$ cat config.mk
export PLATFORM = sky130hd
export DESIGN_NAME = canbus_doze_ctrl
export DESIGN_NICKNAME = d
export VERILOG_FILES = /design/src/rtl/doze_pkg.sv /design/src/rtl/doze_idle_cnt.sv /design/src/rtl/doze_state.sv /design/src/rtl/doze_wake_flag.sv /design/src/rtl/canbus_doze_ctrl.sv
export SDC_FILE = /design/constraint.sdc
export NUM_CORES = 1
export LEC_CHECK = 0
export BUFFER_PORTS_ARGS = -buffer_cell sky130_fd_sc_hd__buf_4
export CORE_AREA = 2 2 39 41
export CTS_CLUSTER_DIAMETER = 150
export DETAILED_ROUTE_END_ITERATION = 8
export DIE_AREA = 0 0 41 43
export PLACE_DENSITY = 0.61
export SETUP_SLACK_MARGIN = 0.05
export SYNTH_ARGS = -nofsm -noshare
export SYNTH_HDL_FRONTEND = slang
export SYNTH_SLANG_ARGS = --single-unit
export TNS_END_PERCENT = 30
$ cat constraint.sdc
create_clock -name clk -period 1.25 [get_ports clk]
set_clock_uncertainty 0.05 [all_clocks]
set_input_delay 0.0625 -clock clk [delete_from_list [all_inputs] [get_ports clk]]
set_output_delay 0.0625 -clock clk [all_outputs]
set_load 0.01 [all_outputs]
$ cat src/rtl/doze_pkg.sv
package doze_pkg;

    // Reason for a wake-up in the current cycle
    typedef enum logic [1:0] {
        WK_NONE = 2'd0,
        WK_SOFT = 2'd1,   // software write, including a refused sleep request
        WK_BUS  = 2'd2    // dominant bit seen on the bus
    } wake_cause_e;

    typedef struct packed {
        logic asleep;
        logic rx_block;
    } doze_state_t;

endpackage

$ cat src/rtl/doze_idle_cnt.sv
module doze_idle_cnt #(
    parameter int IDLE_BITS = 11,
    parameter int CNT_W     = $clog2(IDLE_BITS + 1)
) (
    input  logic clk,
    input  logic rst,
    input  logic bit_tick,
    input  logic rx_bit,
    output logic bus_free,
    output logic free_next
);
    localparam logic [CNT_W-1:0] IDLE_CNT = CNT_W'(IDLE_BITS);

    logic [CNT_W-1:0] cnt_d, cnt_q;

    always_comb begin
        cnt_d = cnt_q;
        if (bit_tick) begin
            if (!rx_bit) begin
                cnt_d = '0;
            end else if (cnt_q != IDLE_CNT) begin
                cnt_d = cnt_q + 1'b1;
            end
        end
    end

    always_ff @(posedge clk) begin
        if (rst) cnt_q <= '0;
        else     cnt_q <= cnt_d;
    end

    assign bus_free  = (cnt_q == IDLE_CNT);
    assign free_next = (cnt_d == IDLE_CNT);

    // a strobed dominant bit restarts the recessive run
    p_run_restart_r9: assert property (@(posedge clk) disable iff (rst)
        bit_tick && !rx_bit |=> cnt_q == '0);

    // without a strobe the run length is untouched
    p_no_tick_hold_r11: assert property (@(posedge clk) disable iff (rst)
        !bit_tick |=> $stable(cnt_q));

    p_cnt_bound_r9: assert property (@(posedge clk) disable iff (rst)
        cnt_q <= IDLE_CNT);

endmodule

$ cat src/rtl/doze_state.sv
module doze_state
    import doze_pkg::*;
(
    input  logic        clk,
    input  logic        rst,
    input  logic        bit_tick,
    input  logic        rx_bit,
    input  logic        sleep_wr,
    input  logic        sleep_wr_val,
    input  logic        irq_pending,
    input  logic        bus_free,
    input  logic        free_next,
    output logic        asleep,
    output logic        rx_block,
    output wake_cause_e wake_cause
);
    doze_state_t st_d, st_q;

    always_comb begin
        st_d       = st_q;
        wake_cause = WK_NONE;
        if (st_q.asleep) begin
            if (bit_tick && !rx_bit) begin
                st_d.asleep   = 1'b0;
                st_d.rx_block = 1'b1;
                wake_cause    = WK_BUS;
            end else if (sleep_wr && !sleep_wr_val) begin
                st_d.asleep = 1'b0;
                wake_cause  = WK_SOFT;
            end
        end else begin
            if (st_q.rx_block && free_next) begin
                st_d.rx_block = 1'b0;
            end
            if (sleep_wr && sleep_wr_val) begin
                if (irq_pending || !bus_free) begin
                    wake_cause = WK_SOFT;   // refused: immediate wake-up
                end else begin
                    st_d.asleep = 1'b1;
                end
            end
        end
    end

    always_ff @(posedge clk) begin
        if (rst) st_q <= '{asleep: 1'b0, rx_block: 1'b0};
        else     st_q <= st_d;
    end

    assign asleep   = st_q.asleep;
    assign rx_block = st_q.rx_block;

    p_accept_r2: assert property (@(posedge clk) disable iff (rst)
        !asleep && sleep_wr && sleep_wr_val && bus_free && !irq_pending |=> asleep);

    p_refuse_irq_r3: assert property (@(posedge clk) disable iff (rst)
        !asleep && sleep_wr && sleep_wr_val && irq_pending |=> !asleep);

    p_refuse_busy_r4: assert property (@(posedge clk) disable iff (rst)
        !asleep && sleep_wr && sleep_wr_val && !bus_free |=> !asleep);

    p_bus_wake_r5: assert property (@(posedge clk) disable iff (rst)
        asleep && bit_tick && !rx_bit |=> !asleep && rx_block);

    p_soft_wake_r6: assert property (@(posedge clk) disable iff (rst)
        asleep && sleep_wr && !sleep_wr_val && !(bit_tick && !rx_bit) |=> !asleep && !rx_block);

    p_stay_asleep_r10: assert property (@(posedge clk) disable iff (rst)
        asleep && !(bit_tick && !rx_bit) && !(sleep_wr && !sleep_wr_val) |=> asleep);

endmodule

$ cat src/rtl/doze_wake_flag.sv
module doze_wake_flag (
    input  logic clk,
    input  logic rst,
    input  logic wake_evt,
    input  logic wake_ie,
    input  logic flag_clr,
    output logic wake_flag
);
    logic flag_d, flag_q;

    always_comb begin
        flag_d = flag_q;
        if (wake_evt && wake_ie) flag_d = 1'b1;
        else if (flag_clr)       flag_d = 1'b0;
    end

    always_ff @(posedge clk) begin
        if (rst) flag_q <= 1'b0;
        else     flag_q <= flag_d;
    end

    assign wake_flag = flag_q;

    p_gate_r7: assert property (@(posedge clk) disable iff (rst)
        !wake_flag && !(wake_evt && wake_ie) |=> !wake_flag);

    p_set_wins_r8: assert property (@(posedge clk) disable iff (rst)
        wake_evt && wake_ie |=> wake_flag);

    p_sticky_r8: assert property (@(posedge clk) disable iff (rst)
        wake_flag && !flag_clr |=> wake_flag);

endmodule

$ cat src/rtl/canbus_doze_ctrl.sv
module canbus_doze_ctrl
    import doze_pkg::*;
#(
    parameter int IDLE_BITS = 11
) (
    input  logic clk,
    input  logic rst,
    input  logic bit_tick,
    input  logic rx_bit,
    input  logic sleep_wr,
    input  logic sleep_wr_val,
    input  logic wake_ie,
    input  logic irq_pending,
    input  logic flag_clr,
    output logic asleep,
    output logic sleep_bit,
    output logic wake_flag,
    output logic rx_allowed
);
    localparam int CNT_W = $clog2(IDLE_BITS + 1);

    logic        bus_free, free_next, rx_block;
    wake_cause_e wake_cause;

    doze_idle_cnt #(.IDLE_BITS(IDLE_BITS), .CNT_W(CNT_W)) u_idle (
        .clk       (clk),
        .rst       (rst),
        .bit_tick  (bit_tick),
        .rx_bit    (rx_bit),
        .bus_free  (bus_free),
        .free_next (free_next)
    );

    doze_state u_state (
        .clk          (clk),
        .rst          (rst),
        .bit_tick     (bit_tick),
        .rx_bit       (rx_bit),
        .sleep_wr     (sleep_wr),
        .sleep_wr_val (sleep_wr_val),
        .irq_pending  (irq_pending),
        .bus_free     (bus_free),
        .free_next    (free_next),
        .asleep       (asleep),
        .rx_block     (rx_block),
        .wake_cause   (wake_cause)
    );

    doze_wake_flag u_flag (
        .clk       (clk),
        .rst       (rst),
        .wake_evt  (wake_cause != WK_NONE),
        .wake_ie   (wake_ie),
        .flag_clr  (flag_clr),
        .wake_flag (wake_flag)
    );

    assign sleep_bit  = asleep;
    assign rx_allowed = !asleep && !rx_block;

    // the receiver is never qualified while the controller sleeps
    p_rx_off_asleep_r9: assert property (@(posedge clk) disable iff (rst)
        asleep |-> !rx_allowed);

    // state one cycle after reset
    p_reset_r1: assert property (@(posedge clk)
        rst |=> !asleep && !wake_flag && rx_allowed);

endmodule

==> results_dict.tcl <==
set metrics [dict create \
    worst_pin_slew_ns 0.4086 \
    cts_root_buffer "clkbuf_4" \
    clockBufferDepth 2 \
    setup_tns_ns -0.1533 \
    synth_area_um2 410.4 \
    io_buffer_count 12 \
    rsz0062_at_grt "yes" \
    wire_per_inst_um 12.44 \
    hpwl_um 878.1 \
    grt_first_pass_wirelength_um 1952 \
    gp_congestion 0.7933 \
    startpoint_type "flop" \
    ant_nets 0 \
    htree_levels 1 \
    vias 467 \
    yosysTopAreaCell "dfxtp_1" \
    status "complete, but fails checks" \
    hold_class "input pin to flop" \
    dieArea_um2 1763 \
    layout-drive-gt1-share_pct 49.33 \
    ys_seq_area_share_pct 34.15 \
    fin_crit_sh_pct 106.4 \
    cp_max_fo 5 \
    synth_top_area_share_pct 34.15 \
    core_area_um2 1384 \
    via_per_inst 5.132 \
    io_pins 13 \
    relSlewSlack_pct 72.69 \
    antenna_found_initial 0 \
    internal-power_uw 391.2 \
    grt.overflow.total 0 \
    whs_ns 0.06721 \
    slowest_stage "dfxtp_4" \
    required_ns 1.39 \
    yosys_register_bits 7 \
    clock_latency_ns 0.25 \
    grt_max_degree 8 \
    crit_chain "ha_4 > nand3b_1 > o21ai_2 > a221o_1 > o21ai_1" \
    grt_util_all_layers_pct 17.27 \
    die_w_um 41 \
    p_sw_uw 125.1 \
    grt_pass1_vias 469 \
    cp-end-kind "flop" \
    numCtsBuffers 3 \
    clkSlewWorstSetupHoldPaths_ns 0.05 \
    power.density_nw_per_um2 760.0 \
    vdd_drop_max_mv 0.6099 \
    power_leakage_uw 0.0002893 \
    synth_nets 59 \
    clkSinkCount 7 \
    swShare_pct 24.23 \
    syn_to_final_growth_pct 65.55 \
    max_stage_delay_ns 0.36 \
    cap_violations 0 \
    wl_um 1132 \
    postSynthCellCount 49 \
    cp.arrival_ns 1.47 \
    combPwrFrac_pct 15.2 \
    dr.pass1.iters 4 \
    synthDistinctLibCells 28 \
    die_y_um 43 \
    synth.yosys.warnings 0 \
    period_needed_ns 1.330 \
    nets 86 \
    critPathKind "flop to flop" \
    drc 0 \
    hold_viol 0 \
    cts_tree "built" \
    seqPwrFrac_pct 44.9 \
    yosys-top-cells-area "dfxtp_1 34%, nor2_1 5.5%, a21oi_1 4.9%" \
    clockPowerShare_pct 39.9 \
    syn_area_per_cell_um2 8.375 \
    n_fill_cell 136 \
    timing.fmax_ghz 0.7520 \
    row_count 14 \
    setup_viol 3 \
    setup_ws_ns -0.07981 \
    violations "setup timing" \
    antennaDiodeCount 0 \
    drt_iter0_markers 6 \
    start_util_pct 29.66 \
    slew_viol_final 0 \
]
## layout by cell type (no fill, tap or decap), types with 2 or more instances in the layout
master | Yosys | routed
or2b_1 | 2 | 2
dfxtp_4 | 0 | 2
nand3_1 | 2 | 2
nor2_1 | 6 | 6
dfxtp_1 | 7 | 4
nand4_1 | 2 | 2
inv_1 | 3 | 3
o21ai_0 | 3 | 2
buf_4 | 1 | 21
a21oi_1 | 4 | 3
clkbuf_4 | 0 | 3
## routing by layer
metal  track usage (%)  wire (um)  up-vias
met2             25.62        548       17
met1             19.67        473      208
met3             4.712         74        4
met5                 0          0        -
met4             13.33         36        0
li1                  -          -      238
## state kept, by name (all words and copies together) (netlist names)
register,flops
u_flag.wake_flag,1
u_state.asleep,1
u_idle.cnt_q,4
u_state.rx_block,1
## synth_stat cells
cell and count:
dfxtp_1 7, nor2_1 6, a21oi_1 4, inv_1 3
o21ai_0 3, nand3_1 2, nand4_1 2, or2b_1 2
a2111oi_2 1, a21boi_0 1, a221o_1 1, a22oi_1 1
a32oi_1 1, and2_1 1, and3b_2 1, and4b_1 1
buf_4 1, ha_1 1, nand2_1 1, nand2_2 1
nand3b_1 1, nor3_1 1, nor3b_1 1, nor4_1 1
nor4b_1 1, o21ai_1 1, o21bai_1 1, or3_4 1
## path summary, 6_finish.rpt
check	start	to	slack (ns)	cells after the start
hold reg to reg	u_state.asleep	u_state.asleep	0.50	2
setup / recovery	u_idle.cnt_q[1]	u_state.rx_block	-0.08	5
setup reg to reg	u_idle.cnt_q[1]	u_state.rx_block	-0.08	5
hold / removal	sleep_wr_val	u_state.asleep	0.07	3
## cells by family (layout without fill, tap and decap cells)
family / Yosys count / after routing / share of synthesized area, %
AND/OR/NAND/NOR: 23 / 23 / 34.76
AO/OA/AOI/OAI: 14 / 14 / 23.48
flip-flops: 7 / 7 / 34.15
buffers and inverters: 4 / 30 / 4.574
adder cells (fa/ha/maj): 1 / 1 / 3.048
## metrics by stage
step	util (%)	instances	total power [uW]	worst slack, ns	cell area, um2
5_1_grt	49.10	91	547.3	-0.1717	679.4
4_1_cts	48.64	91	525.4	-0.08429	673.1
3_5_place_dp	44.03	85	311.5	-0.1276	609.3
2_1_floorplan	-	49	265.4	-0.03429	439.2
6_report	49.10	91	516.3	-0.07981	679.4
3_3_place_gp	44.03	85	311.0	-0.1005	609.3
## power groups by stage
stage	registers [uW]	clock network [uW]	logic (uW)
2_1_floorplan	239	0	26.1
3_3_place_gp	238	0	72.9
3_5_place_dp	238	0	73.1
4_1_cts	233	214	77.6
5_1_grt	233	227	87.8
6_report	232	206	78.3
## layout make-up
type	instances	area [um2]	share of cell area (%)
clock buffer	4	26.28	3.867
inverter	3	11.26	1.657
multi-input combinational	38	294.0	43.28
sequential	7	148.9	21.92
tap	16	20.02	2.947
timing repair buffer	23	178.9	26.34
## repair_timing
item / 4_1_cts / 5_1_grt
setup buffers: 1 / 0
hold buffers: 1 / 0
cloned: 0 / 0
pin swaps: 4 / 1
endpoints found under the hold margin: 6 / 0
setup endpoints to repair: 6 / 6
gates resized for setup: 4 / 2
## worst max-delay path: cells and delay by family (launching register included)
family,cells,cell delay [ns]
adder cells (fa/ha/maj),1,0.16
AND/OR/NAND/NOR,1,0.20
flip-flops,1,0.36
AO/OA/AOI/OAI,3,0.49
(Power assumes the default switching activity.)
